### src/rtl/pwm_dt_pkg.sv
package pwm_dt_pkg;

  // register addresses of the write port
  localparam int unsigned REG_CTRL      = 0;
  localparam int unsigned REG_PRESCALE  = 1;
  localparam int unsigned REG_PERIOD    = 2;
  localparam int unsigned REG_DEADTIME  = 3;
  localparam int unsigned REG_FLAGCLR   = 4;
  localparam int unsigned REG_DUTY_BASE = 8;

  // control word layout, derived from the number of pairs
  function automatic int unsigned ctrl_width(input int unsigned np);
    return 2 * np + 3;
  endfunction

  function automatic int unsigned pen_lsb(input int unsigned np);
    return (np > 0) ? 1 : 1;
  endfunction

  function automatic int unsigned cen_lsb(input int unsigned np);
    return np + 1;
  endfunction

  function automatic int unsigned iep_bit(input int unsigned np);
    return 2 * np + 1;
  endfunction

  function automatic int unsigned ied_bit(input int unsigned np);
    return 2 * np + 2;
  endfunction

endpackage

### src/rtl/pwm_prescaler.sv
module pwm_prescaler #(
  parameter int PSC_W = 8
) (
  input  logic             clk,
  input  logic             rst_n,
  input  logic             run,
  input  logic [PSC_W-1:0] div,
  output logic             tick
);

  logic [PSC_W-1:0] pc_q;

  // the divider has reached its limit (a limit lowered below the count also ends the cycle)
  function automatic logic f_at_limit(input logic [PSC_W-1:0] c, input logic [PSC_W-1:0] d);
    return c >= d;
  endfunction

  assign tick = run && f_at_limit(pc_q, div);

  always_ff @(posedge clk or negedge rst_n) begin
    if (!rst_n) begin
      pc_q <= '0;
    end else if (!run || tick) begin
      pc_q <= '0;
    end else begin
      pc_q <= pc_q + 1'b1;
    end
  end

  // two ticks in a row only when the divisor is one
  p_tick_gap_r2 : assert property (@(posedge clk) disable iff (!rst_n)
    tick |=> (!tick || div == '0));

  // a stopped timer produces no tick
  p_idle_no_tick_r2 : assert property (@(posedge clk) disable iff (!rst_n)
    !run |-> !tick);

endmodule

### src/rtl/pwm_timebase.sv
module pwm_timebase #(
  parameter int CNT_W = 16
) (
  input  logic             clk,
  input  logic             rst_n,
  input  logic             run,
  input  logic             tick,
  input  logic [CNT_W-1:0] period_wr,
  output logic [CNT_W-1:0] cnt,
  output logic [CNT_W-1:0] cnt_step,
  output logic             wrap_evt,
  output logic             shadow_ld
);

  logic [CNT_W-1:0] cnt_q;
  logic [CNT_W-1:0] period_act_q;

  function automatic logic f_is_last(input logic [CNT_W-1:0] c, input logic [CNT_W-1:0] p);
    return c >= p;
  endfunction

  function automatic logic [CNT_W-1:0] f_next(input logic [CNT_W-1:0] c, input logic [CNT_W-1:0] p);
    return f_is_last(c, p) ? '0 : c + 1'b1;
  endfunction

  assign wrap_evt  = run && tick && f_is_last(cnt_q, period_act_q);
  assign shadow_ld = !run || wrap_evt;
  assign cnt_step  = f_next(cnt_q, period_act_q);
  assign cnt       = cnt_q;

  always_ff @(posedge clk or negedge rst_n) begin
    if (!rst_n) begin
      cnt_q        <= '0;
      period_act_q <= '0;
    end else begin
      if (!run) begin
        cnt_q <= '0;
      end else if (tick) begin
        cnt_q <= cnt_step;
      end
      if (shadow_ld) begin
        period_act_q <= period_wr;
      end
    end
  end

  // the counter never runs past the working period
  p_in_range_r3 : assert property (@(posedge clk) disable iff (!rst_n)
    cnt_q <= period_act_q);

  // a wrap returns the counter to zero
  p_wrap_zero_r3 : assert property (@(posedge clk) disable iff (!rst_n)
    wrap_evt |=> cnt_q == '0);

  // the counter only moves on a tick
  p_move_on_tick_r2 : assert property (@(posedge clk) disable iff (!rst_n)
    (run && !tick) |=> $stable(cnt_q));

  // the working period holds between wraps
  p_period_hold_r10 : assert property (@(posedge clk) disable iff (!rst_n)
    (run && !wrap_evt) |=> $stable(period_act_q));

endmodule

### src/rtl/pwm_channel.sv
module pwm_channel #(
  parameter int CNT_W = 16,
  parameter int DT_W  = 8
) (
  input  logic             clk,
  input  logic             rst_n,
  input  logic             run,
  input  logic             tick,
  input  logic             pair_en,
  input  logic             comp_en,
  input  logic             shadow_ld,
  input  logic [CNT_W-1:0] cnt,
  input  logic [CNT_W-1:0] cnt_step,
  input  logic [CNT_W-1:0] duty_wr,
  input  logic [DT_W-1:0]  dead,
  output logic             out_hi,
  output logic             out_lo,
  output logic             duty_hit
);

  logic [CNT_W-1:0] duty_act_q;
  logic             raw;
  logic             prev_q;
  logic [DT_W-1:0]  dcnt_q;
  logic [DT_W-1:0]  dt_ld_q;
  logic             settled;

  function automatic logic f_active(input logic [CNT_W-1:0] c, input logic [CNT_W-1:0] d);
    return c < d;
  endfunction

  // pair demand before the dead band
  assign raw = run && pair_en && f_active(cnt, duty_act_q);

  // the counter is about to land on a nonzero duty value
  assign duty_hit = run && tick && (duty_act_q != '0) && (cnt_step == duty_act_q);

  always_ff @(posedge clk or negedge rst_n) begin
    if (!rst_n) begin
      duty_act_q <= '0;
    end else if (shadow_ld) begin
      duty_act_q <= duty_wr;
    end
  end

  // dead band: every demand edge restarts the quiet window
  always_ff @(posedge clk or negedge rst_n) begin
    if (!rst_n) begin
      prev_q  <= 1'b0;
      dcnt_q  <= '0;
      dt_ld_q <= '0;
    end else if (raw != prev_q) begin
      prev_q  <= raw;
      dcnt_q  <= dead;
      dt_ld_q <= dead;
    end else if (dcnt_q != '0) begin
      dcnt_q <= dcnt_q - 1'b1;
    end
  end

  assign settled = (dcnt_q == '0);
  assign out_hi  = prev_q && settled;
  assign out_lo  = comp_en && pair_en && !prev_q && settled;

  // the two sides of a pair never conduct together
  p_exclusive_r12 : assert property (@(posedge clk) disable iff (!rst_n)
    !(out_hi && out_lo));

  // with a nonzero dead band the low side never rises straight after the high side
  p_gap_lo_r5 : assert property (@(posedge clk) disable iff (!rst_n)
    ($rose(out_lo) && dt_ld_q != '0) |-> !$past(out_hi));

  // the same gap in the other direction
  p_gap_hi_r5 : assert property (@(posedge clk) disable iff (!rst_n)
    ($rose(out_hi) && dt_ld_q != '0) |-> !$past(out_lo));

  // the working duty holds between wraps
  p_duty_hold_r10 : assert property (@(posedge clk) disable iff (!rst_n)
    !shadow_ld |=> $stable(duty_act_q));

endmodule

### src/rtl/pwm_deadband_timer.sv
module pwm_deadband_timer #(
  parameter int CNT_W   = 16,
  parameter int N_PAIRS = 4,
  parameter int PSC_W   = 8,
  parameter int DT_W    = 8,
  parameter int ADDR_W  = 4,
  parameter int DATA_W  = 16
) (
  input  logic               clk,
  input  logic               rst_n,
  input  logic               wr_en,
  input  logic [ADDR_W-1:0]  wr_addr,
  input  logic [DATA_W-1:0]  wr_data,
  output logic [N_PAIRS-1:0] pwm_hi,
  output logic [N_PAIRS-1:0] pwm_lo,
  output logic               ovf_flag,
  output logic [N_PAIRS-1:0] duty_flag,
  output logic               irq_period,
  output logic               irq_duty
);
  import pwm_dt_pkg::*;

  localparam int CTRL_W  = ctrl_width(N_PAIRS);
  localparam int PEN_LSB = pen_lsb(N_PAIRS);
  localparam int CEN_LSB = cen_lsb(N_PAIRS);
  localparam int IEP_B   = iep_bit(N_PAIRS);
  localparam int IED_B   = ied_bit(N_PAIRS);

  logic [CTRL_W-1:0]  ctrl_q;
  logic [PSC_W-1:0]   psc_q;
  logic [CNT_W-1:0]   per_q;
  logic [DT_W-1:0]    dt_q;
  logic [CNT_W-1:0]   duty_q [N_PAIRS];

  logic               run;
  logic [N_PAIRS-1:0] pair_en;
  logic [N_PAIRS-1:0] comp_en;
  logic               tick;
  logic [CNT_W-1:0]   cnt;
  logic [CNT_W-1:0]   cnt_step;
  logic               wrap_evt;
  logic               shadow_ld;
  logic [N_PAIRS-1:0] duty_hit;
  logic               clr_hit;

  function automatic logic f_addr_is(input logic [ADDR_W-1:0] a, input int unsigned target);
    return a == ADDR_W'(target);
  endfunction

  assign run     = ctrl_q[0];
  assign pair_en = ctrl_q[PEN_LSB +: N_PAIRS];
  assign comp_en = ctrl_q[CEN_LSB +: N_PAIRS];
  assign clr_hit = wr_en && f_addr_is(wr_addr, REG_FLAGCLR);

  // ---------------- register file ----------------
  always_ff @(posedge clk or negedge rst_n) begin
    if (!rst_n) begin
      ctrl_q <= '0;
      psc_q  <= '0;
      per_q  <= '0;
      dt_q   <= '0;
    end else if (wr_en) begin
      if (f_addr_is(wr_addr, REG_CTRL))     ctrl_q <= wr_data[CTRL_W-1:0];
      if (f_addr_is(wr_addr, REG_PRESCALE)) psc_q  <= wr_data[PSC_W-1:0];
      if (f_addr_is(wr_addr, REG_PERIOD))   per_q  <= wr_data[CNT_W-1:0];
      if (f_addr_is(wr_addr, REG_DEADTIME)) dt_q   <= wr_data[DT_W-1:0];
    end
  end

  // ---------------- time base ----------------
  pwm_prescaler #(.PSC_W(PSC_W)) u_psc (
    .clk   (clk),
    .rst_n (rst_n),
    .run   (run),
    .div   (psc_q),
    .tick  (tick)
  );

  pwm_timebase #(.CNT_W(CNT_W)) u_tb (
    .clk       (clk),
    .rst_n     (rst_n),
    .run       (run),
    .tick      (tick),
    .period_wr (per_q),
    .cnt       (cnt),
    .cnt_step  (cnt_step),
    .wrap_evt  (wrap_evt),
    .shadow_ld (shadow_ld)
  );

  // ---------------- wrap flag ----------------
  always_ff @(posedge clk or negedge rst_n) begin
    if (!rst_n) begin
      ovf_flag <= 1'b0;
    end else if (wrap_evt) begin
      ovf_flag <= 1'b1;
    end else if (clr_hit && wr_data[0]) begin
      ovf_flag <= 1'b0;
    end
  end

  // a wrap always leaves the flag set
  p_ovf_set_r3 : assert property (@(posedge clk) disable iff (!rst_n)
    wrap_evt |=> ovf_flag);

  // a clear without a competing wrap drops the flag
  p_ovf_clear_r9 : assert property (@(posedge clk) disable iff (!rst_n)
    (clr_hit && wr_data[0] && !wrap_evt) |=> !ovf_flag);

  // ---------------- channel pairs ----------------
  for (genvar gi = 0; gi < N_PAIRS; gi++) begin : g_pair

    always_ff @(posedge clk or negedge rst_n) begin
      if (!rst_n) begin
        duty_q[gi] <= '0;
      end else if (wr_en && f_addr_is(wr_addr, REG_DUTY_BASE + gi)) begin
        duty_q[gi] <= wr_data[CNT_W-1:0];
      end
    end

    pwm_channel #(.CNT_W(CNT_W), .DT_W(DT_W)) u_ch (
      .clk       (clk),
      .rst_n     (rst_n),
      .run       (run),
      .tick      (tick),
      .pair_en   (pair_en[gi]),
      .comp_en   (comp_en[gi]),
      .shadow_ld (shadow_ld),
      .cnt       (cnt),
      .cnt_step  (cnt_step),
      .duty_wr   (duty_q[gi]),
      .dead      (dt_q),
      .out_hi    (pwm_hi[gi]),
      .out_lo    (pwm_lo[gi]),
      .duty_hit  (duty_hit[gi])
    );

    always_ff @(posedge clk or negedge rst_n) begin
      if (!rst_n) begin
        duty_flag[gi] <= 1'b0;
      end else if (duty_hit[gi]) begin
        duty_flag[gi] <= 1'b1;
      end else if (clr_hit && wr_data[gi+1]) begin
        duty_flag[gi] <= 1'b0;
      end
    end

    // a duty match always leaves the pair's flag set
    p_duty_set_r8 : assert property (@(posedge clk) disable iff (!rst_n)
      duty_hit[gi] |=> duty_flag[gi]);

    // a disabled pair keeps its high side low
    p_disabled_quiet_r11 : assert property (@(posedge clk) disable iff (!rst_n)
      (!pair_en[gi] && $past(!pair_en[gi])) |-> !pwm_hi[gi]);
  end

  // ---------------- interrupts ----------------
  assign irq_period = ovf_flag && ctrl_q[IEP_B];
  assign irq_duty   = (|duty_flag) && ctrl_q[IED_B];

  // the period line never fires without its flag
  p_irq_period_r3 : assert property (@(posedge clk) disable iff (!rst_n)
    irq_period |-> ovf_flag);

endmodule

### config.mk
export PLATFORM = sky130hd
export DESIGN_NAME = pwm_deadband_timer
export DESIGN_NICKNAME = d
export VERILOG_FILES = /design/src/rtl/pwm_dt_pkg.sv /design/src/rtl/pwm_prescaler.sv /design/src/rtl/pwm_timebase.sv /design/src/rtl/pwm_channel.sv /design/src/rtl/pwm_deadband_timer.sv
export SDC_FILE = /design/constraint.sdc
export NUM_CORES = 1
export LEC_CHECK = 0
export BUFFER_PORTS_ARGS = -buffer_cell sky130_fd_sc_hd__buf_4
export CAP_MARGIN = 15
export CORE_MARGIN = 2
export CORE_UTILIZATION = 58
export DETAILED_ROUTE_END_ITERATION = 6
export GPL_TIMING_DRIVEN = 0
export PLACE_DENSITY = 0.87
export SETUP_SLACK_MARGIN = 0.02
export SLEW_MARGIN = 0
export SYNTH_ARGS = -nofsm -noshare
export SYNTH_HDL_FRONTEND = slang
export SYNTH_SLANG_ARGS = --single-unit
### constraint.sdc
create_clock -name clk -period 7.5 [get_ports clk]
set_input_delay 1.125 -clock clk [delete_from_list [all_inputs] [get_ports clk]]
set_output_delay 1.125 -clock clk [all_outputs]
set_load 0.01 [all_outputs]
# ---- Yosys cells after proc, flatten, opt, wreduce, memory -nomap -nowiden
# Cells that the tools add are included.
dict set report totals {
  inputBits 23
  wordCells 160
  ff_bits 252
}
dict set report classes {
  eq_ne 17
  addsub 6
  muxes 22
  magnitude_cmp 6
  reduce_logical 81
}
# operator count
set ops {}
lappend ops {{8-bit 2-to-1 mux} 9}
lappend ops {{16-bit equality test} 4}
lappend ops {{16-bit less-than comparator} 4}
lappend ops {{16-bit nonzero test} 4}
lappend ops {{16-bit 2-to-1 mux} 3}
lappend ops {{1-bit logical AND} 47}
lappend ops {{8-bit logical NOT} 4}
lappend ops {{8-bit nonzero test} 4}
lappend ops {{8-bit by 1-bit subtractor with 8-bit output (second input constant)} 4}
lappend ops {{2-bit nonzero test} 9}
lappend ops {{16-bit by 1-bit adder with 16-bit output (second input constant)} 1}
lappend ops {{4-bit equality test (second input constant)} 4}
lappend ops {{16-bit greater-or-equal comparator} 1}
lappend ops {{1-bit 2-to-1 mux} 10}
lappend ops {{8-bit by 1-bit adder with 8-bit output (second input constant)} 1}
lappend ops {{4-bit by 2-bit equality test with 1-bit output (second input constant)} 2}
lappend ops {{8-bit greater-or-equal comparator} 1}
lappend ops {{2-bit AND reduction} 4}
lappend ops {{1-bit logical NOT} 5}
lappend ops {{4-bit by 1-bit equality test with 1-bit output (second input constant)} 1}
lappend ops {{4-bit by 3-bit equality test with 1-bit output (second input constant)} 1}
lappend ops {{4-bit logical NOT} 1}
lappend ops {{1-bit != test} 4}
lappend ops {{4-bit OR reduction} 1}
lappend ops {{other kinds (2)} 3}

# ---- Depth between registers and ports, before layout
# Gate-level depths: netlist (run 1).
dict set report depth {
  ltp_word 6
  ltp_mapped 15
  mapped_depth_nobuf 11
}

# ---- Cells and area by module
# Synthesis (run 1) repeated with hierarchy kept, for this count alone.
dict set report unflattened {
  hier_cells 1302
  area_unflattened_um2 13885.8
}
# module seq_area_each_um2 area_per_inst_um2 n_inst cells_each
set modules_own_cells {}
lappend modules_own_cells {pwm_channel 625.6 1686.6 4 186}
lappend modules_own_cells {pwm_deadband_timer 2802.7 4301.6 1 253}
lappend modules_own_cells {pwm_timebase 800.8 2259.7 1 246}
lappend modules_own_cells {pwm_prescaler 200.2 578.1 1 59}

# ---- Worst setup path after synthesis (run 1)
# No wires, ideal clock.
dict set report synth_timing {
  kind {flip-flop to flip-flop}
  start {register u_tb.cnt_q[0], in the netlist u_tb.cnt[0]}
  end {register duty_flag[0]}
  required_time_ns 7.397
  path_slack_ns 4.066
  n_path_buf 4
  stages_incl_launch_ff 15
  setup_ns 0.103
  arrival_ns 3.331
  cell_sequence {dfrtp_1 clkbuf_1 clkbuf_1 inv_1 ha_1 nand2b_1 a2111o_1 a311oi_1 and3_1 buf_2 nand2b_1 buf_2 xnor2_1 or4_1 o41ai_2}
}
dict set report synth_via {
  elab_chain_cells 5
}
# element line_no
set synth_lines {}
lappend synth_lines {{start: declaration} pwm_timebase.sv:15} ;# logic [CNT_W-1:0] cnt_q;
lappend synth_lines {{start signal: assignment} pwm_timebase.sv:39} ;# cnt_q <= cnt_step;
lappend synth_lines {{16-bit by 1-bit adder with 16-bit output / 16-bit greater-or-equal comparator (equally long branches)} {pwm_timebase.sv:23, pwm_timebase.sv:19}}
lappend synth_lines {{16-bit 2-to-1 mux *} pwm_timebase.sv:23} ;# return f_is_last(c, p) ? '0 : c + 1'b1;
lappend synth_lines {{16-bit equality test *} pwm_channel.sv:36} ;# assign duty_hit = run && tick && (duty_act_q != '0) && (cnt_step == duty_act_q);
lappend synth_lines {{1-bit logical AND *} pwm_channel.sv:36}
lappend synth_lines {{1-bit 2-to-1 mux / 2-bit nonzero test (equally long branches)} --}
lappend synth_lines {{end signal: indexed assignment} pwm_deadband_timer.sv:140} ;# duty_flag[gi] <= 1'b0;
lappend synth_lines {{end signal: indexed assignment} pwm_deadband_timer.sv:142} ;# duty_flag[gi] <= 1'b1;
lappend synth_lines {{end signal: indexed assignment} pwm_deadband_timer.sv:144} ;# duty_flag[gi] <= 1'b0;
lappend synth_lines {{end: declaration} pwm_deadband_timer.sv:17} ;# output logic [N_PAIRS-1:0] duty_flag,
# Every way passes the cells marked *; elsewhere a longest branch is shown, timed or not.
# A chain may end at the register's enable or synchronous reset.

# ---- Final worst setup path (run 1)
dict set report layout_timing {
  start {register u_tb.cnt_q[0], in the netlist u_tb.cnt[0]}
  end {register duty_flag[2]}
}
# Same word-level chain as after synthesis.

==> results.ini, run 1 <==
[cells_and_area]
multiInputGateArea_mm2=0.00699
layout-drive-gt1-share_pct=15.4
area_growth_pct=11.1
insertedDiodeCount=0
n_fill_cell=1800
fin_nets=1546
stdcell_count=1768
finish.utilization_pct=65.7
register_area_mm2=0.00631

[placement]
gp_congestion=0.994
portBuffers=35
dp_cells=1724
dp.final_hpwl_um=29200

[clocking]
cts_tree=done
numCtsBuffers=25
cts-root-buf=clkbuf_16
clock_latency_ps=540
cts.clk_slew.worst_paths_ps=70
h-tree-depth=1
clockBufferDepth=3
cts.sinks=252
post-cts-setup-buffers=0
holdBufCountCts=0
cts-resized-gates=0

[run_status]
status=finished clean

[floorplan]
io_pins=38
die_w_um=159
dieArea_mm2=0.0253
fp.dieH_um=159
core_area_mm2=0.0235
rows=56
start_util_pct=59.1

[sta]
rsz0062_at_grt=false
fin_crit_ps=4750
hold_ws_ps=399
post-route-period-util_pct=63.3
slew_headroom_pct=22.4
fmax_ghz=0.211
setup-violations-final=0
final_hold_viol_count=0
worst_pin_slew_ps=1160
drv_slew=0
fin_setup_tns_ps=0
skew_ps=9.88

[logic_synthesis]
syn_area_mm2=0.0139
synth.distinct_cells=68
ys_seq_elements=252
syn_nets=1480
synthCells=1367
seq_area_frac_synth_pct=45.3
yosys_warnings=0
synth-main-ff-cell=dfrtp_1
synth_edf_count=0
syn_area_per_cell_um2=10.2
synth-async-reset-ratio_pct=100

[worst_setup_path]
path_buf_inv=5
rrSetupSlack_ps=2750
cp_top_family=buffers and inverters
worstPathCellList=clkbuf_1 > clkbuf_1 > inv_1 > ha_1 > nand2b_1 > a2111o_1 > a311oi_1 > and3_1 > buf_2 > clkbuf_1 > nand2_1 > o32ai_1 > nand4_1 > o41ai_1
path_class=flop to flop
setup.worst_path.start_class=flop
cp.depth=14
r2r_cells=14
reg2reg_to=duty_flag[2]
timing.rr.start=u_tb.cnt[0]
critPathRequiredTime_ps=7910
cp-endpoint=duty_flag[2]
arrival_ps=5160
startpoint=u_tb.cnt[0]
crit_path_max_incr_delay_ps=590
cp_max_fo=10
crit_path_frequent_cell=clkbuf_1
endpoint_kind=flop
cpMaxStageDelayCell=clkbuf_1

[pwr]
power.density_mw_per_mm2=318
switchingPower_mw=1.76
total_leakage_power_nw=7.15
internal-power_mw=3.16
p_comb_share_pct=30.9
ir_worst_vdd_v=0.000218
seqPwrFrac_pct=43.4
p_sw_share_pct=35.8
power_frac_clock_pct=25.7

[drt]
dr.pass1.iters=5
wl_per_cell_um=23.7
viasPerCell=6.45
drc=0
num_vias=11400
routed_wl_um=42000
dr.first_iter.drc_count=1194
ant_nets=0

[global_route]
grtUsageTotal_pct=33.1
grt_first_pass_wirelength_um=64700
grt_pass1_vias=11300
overflow=0
grt_max_degree=122
grt_antenna_before_repair=1

[worst_hold_path]
hp-class=input pin to asynchronous set/reset pin

[job]
cap_violations=0

## power by group through the flow
stage	clock, mW	combinational (mW)	sequential (mW)
floorplan	0	1.09	2.01
global placement	0	1.37	2.11
detailed placement	0	1.47	2.13
CTS	1.26	1.50	2.11
global route	1.31	1.68	2.17
finish	1.26	1.52	2.14
## sequential cells by signal (all words and copies together) (netlist names)
name / cells
g_pair.u_ch.prev_q: 4
u_psc.pc_q: 8
ctrl_q: 11
duty_flag: 4
ovf_flag: 1
psc_q: 8
duty_q: 64
g_pair.u_ch.dcnt_q: 32
per_q: 16
u_tb.period_act_q: 16
dt_q: 8
g_pair.u_ch.duty_act_q: 64
u_tb.cnt: 16
## per-stage QoR
stage / instance area, um^2 / worst slack (ps) / total power [mW]
floorplan: 13900 / 4070 / 3.10
global placement: 14600 / 3150 / 3.48
detailed placement: 14700 / 3060 / 3.61
CTS: 15500 / 3040 / 4.87
global route: 15500 / 2660 / 5.16
finish: 15500 / 2750 / 4.92
## routing by layer
metal | GRT usage [%] | share of wire, %
met5 | 0 | 0
met2 | 49.9 | 43
met1 | 44.2 | 39
met3 | 8.49 | 11
met4 | 17.9 | 6.7
## kinds of logic after synthesis
group | after synthesis | synth area share, %
compound gates | 269 | 11.7
xor+xnor | 81 | 5.39
fa+ha+maj | 90 | 8.09
buf+inv | 154 | 4.46
flops | 252 | 45.3
mux | 146 | 11.8
simple gates | 375 | 13.2
## worst min-delay path by stage
stage	to	start	cells after the start
2_1_floorplan	g_pair[0].u_ch.duty_act_q[10]	duty_q[58]	2
3_3_place_gp	u_tb.period_act_q[6]	per_q[6]	2
3_5_place_dp	u_tb.period_act_q[7]	per_q[7]	2
4_1_cts	per_q[9]	rst_n	1
5_1_grt	per_q[9]	rst_n	1
6_report	per_q[9]	rst_n	1
## Yosys cell counts, types with 12 or more instances
cell,n,area share (%)
mux2_1,17,1.4
nor2_1,52,1.4
dfrtp_1,252,45
nand2b_1,12,0.54
nand3_1,25,0.90
clkbuf_1,39,1.1
a31oi_1,17,0.76
xor2_1,24,1.5
inv_1,97,2.6
o32ai_1,13,0.82
nor4_1,23,1.0
a21oi_1,48,1.7
ha_1,90,8.1
and2_1,17,0.76
o21ai_0,118,4.2
nor3_1,31,1.1
xnor2_1,53,3.3
nand4_1,22,0.99
mux2_2,123,10
a21o_1,25,1.3
nand2_1,144,3.9
## cell type report
cell class | instances | area share (%)
inverter | 98 | 2.38
clock buffer | 38 | 4.88
clock inverter | 5 | 0.348
multi-input combinational | 961 | 45.2
timing repair buffer | 39 | 2.18
sequential | 252 | 40.8
tap | 319 | 2.58
buffer | 56 | 1.63
## placed cells by master, fill, tap and decap left out, drive strengths merged, types with 4 or more instances in the layout
| cell type | count |
|---|---|
| o21a | 4 |
| nand3b | 5 |
| nor2b | 10 |
| a21o | 25 |
| o22ai | 4 |
| ha | 90 |
| inv | 98 |
| o211ai | 4 |
| and4b | 6 |
| or3 | 5 |
| and4 | 5 |
| clkinv | 4 |
| a221oi | 4 |
| o21ai | 122 |
| clkbuf | 77 |
| mux2i | 6 |
| buf | 56 |
| a21oi | 48 |
| nor2 | 54 |
| nand2 | 144 |
| nand2b | 12 |
| nor4 | 23 |
| o31ai | 4 |
| xor2 | 26 |
| mux2 | 140 |
| a31oi | 17 |
| nor3b | 5 |
| dfrtp | 252 |
| nor3 | 31 |
| xnor2 | 55 |
| o32ai | 13 |
| nand4 | 22 |
| and3 | 7 |
| nand3 | 25 |
| and2 | 17 |
Power figures use the tool's default switching activity.
==> run 2, diff against run 1 <==
CORE_UTILIZATION = 57   (was 58)
PLACE_DENSITY = 0.89   (was 0.87)
clock period = 4.05 ns   (was 7.5 ns; I/O delays follow)
==> run 2 against run 1 <==
Setup slack lost 2700 ps. Sequential power grew 85%. Register-to-register slack lost 2700 ps. Clock power grew 76%. Highest routed layer unchanged. Largest cell class unchanged. Clock skew grew 11 ps.
==> results.ini, run 2 (synthesized netlist as in run 1, its figures left out) <==
[job]
cap_violations=0

[sta]
rsz0062_at_grt=false
worst_pin_slew_ps=1220
fin_crit_ps=3960
skew_ps=21.2
setup-violations-final=0
fin_ws_ps=86.2
post-route-period-util_pct=97.9
final_hold_viol_count=0
slew_headroom_pct=18.3
fmax_ghz=0.252
hold_ws_ps=369
drv_slew=0

[worst_setup_path]
endpoint_kind=flop
critPathRequiredTime_ps=4450
r2r_cells=13
crit_path_frequent_cell=nand3_1
startpoint=u_tb.cnt[0]
arrival_ps=4360
rrSetupSlack_ps=90
timing.rr.start=u_tb.cnt[0]
cp-endpoint=duty_flag[2]
worstPathCellList=clkbuf_2 > buf_6 > inv_1 > ha_1 > nand2b_1 > a2111o_1 > a311oi_2 > nand3_1 > buf_2 > buf_1 > o32ai_1 > nand3_1 > o41ai_1
setup.worst_path.start_class=flop
crit_path_max_incr_delay_ps=440
cp_max_fo=10
cp_top_family=compound AO/OA/AOI/OAI gates
path_buf_inv=5
cpMaxStageDelayCell=a2111o_1
cp.depth=13
reg2reg_to=duty_flag[2]
path_class=flop to flop

[cells_and_area]
reg_top3=duty_q (64), g_pair.u_ch.duty_act_q (64), g_pair.u_ch.dcnt_q (32)
layout-drive-gt1-share_pct=16.6
stdcell_count=1775
layout_commonest_cell=dfrtp_1
layout_common_cells=dfrtp_1, nand2_1, mux2_2, o21ai_0, inv_1
fin_nets=1546
area_growth_pct=11.3
insertedDiodeCount=0

[drt]
dr.first_iter.drc_count=1515
drc=0
routed_wl_um=42000
num_vias=11500
wl_per_cell_um=23.7
viasPerCell=6.45
ant_nets=0
dr.pass1.iters=6

[clocking]
numCtsBuffers=25
cts-root-buf=clkbuf_16
post-cts-setup-buffers=0
clockBufferDepth=3
cts.sinks=252
cts.clk_slew.worst_paths_ps=60
cts_tree=done
h-tree-depth=1
clock_latency_ps=540

[global_route]
grt_max_degree=117
grt_antenna_before_repair=3
grtUsageTotal_pct=32.7
grt_pass1_vias=11400
overflow=0
grt_first_pass_wirelength_um=64500

[floorplan]
core_area_mm2=0.0242
die_w_um=160
start_util_pct=57.6
rows=57
io_pins=38
fp.dieH_um=160
dieArea_mm2=0.0257

[placement]
dp_cells=1728
dp.final_hpwl_um=28900
gp_congestion=1.04
place_ws_ps=-486
portBuffers=35

[pwr]
total_power_mw=9.01
total_leakage_power_nw=7.18
power.density_mw_per_mm2=582
ir_worst_vdd_v=0.000519

[run_status]
status=finished clean

[worst_hold_path]
hp-class=input pin to flop

-- run 2: cell types whose count changed in the layout (fill, tap and decap cells not counted), sizes merged --
| cell | delta |
|---|---|
| bufinv | -1 |
| buf | -1 |
| clkbuf | -2 |
| dlygate4sd3 | +1 |
| clkinv | +4 |
| inv | +1 |
-- run 2: how the worst min path moves through the flow --
stage / startpoint / cells past startpoint / end
3_5_place_dp: rst_n / 1 / per_q[8]
5_1_grt: wr_data[15] / 2 / duty_q[31]
4_1_cts: wr_data[15] / 2 / duty_q[31]
6_report: wr_data[15] / 2 / duty_q[31]
3_3_place_gp: per_q[9] / 2 / u_tb.period_act_q[9]
2_1_floorplan: rst_n / 0 / ctrl_q[0]
-- run 2: final cells by class --
cell class	count	area (um^2)
fill	1792	8690
multi-input combinational	961	7020
sequential	252	6310
clock buffer	36	717
tap	324	405
inverter	98	368
timing repair buffer	39	343
buffer	56	275
clock inverter	9	52.6
-- run 2: per-layer routing --
layer  up-vias  wire [um]  part of all wire (%)  GRT usage, %
met5         -          0                     0             0
met4         0       2640                   6.3          17.3
met3       195       4780                    11          8.05
met2       693      18500                    44          50.3
met1      5618      16100                    38          43.1
li1       4951          -                     -             -
-- run 2: per-stage QoR --
step           setup TNS, ps  cell area [um^2]  util [%]
2_1_floorplan              0             13900         -
3_3_place_gp           -8630             14600      60.3
3_5_place_dp          -24200             14700      60.6
4_1_cts                    0             15400      63.9
5_1_grt                    0             15500      64.1
6_report                   0             15500      64.1
-- run 2: where the power goes --
group	internal (mW)	switching [mW]	total, mW
clock	1.23	0.993	2.22
sequential	3.26	0.698	3.96
combinational	1.26	1.58	2.84
-- run 2: what timing repair did --
action                     4_1_cts  5_1_grt
hold endpoints to repair        21        0
setup endpoints to repair       87       61
hold buffers                     1        0
cloned                           0        0
resized for setup                7       23
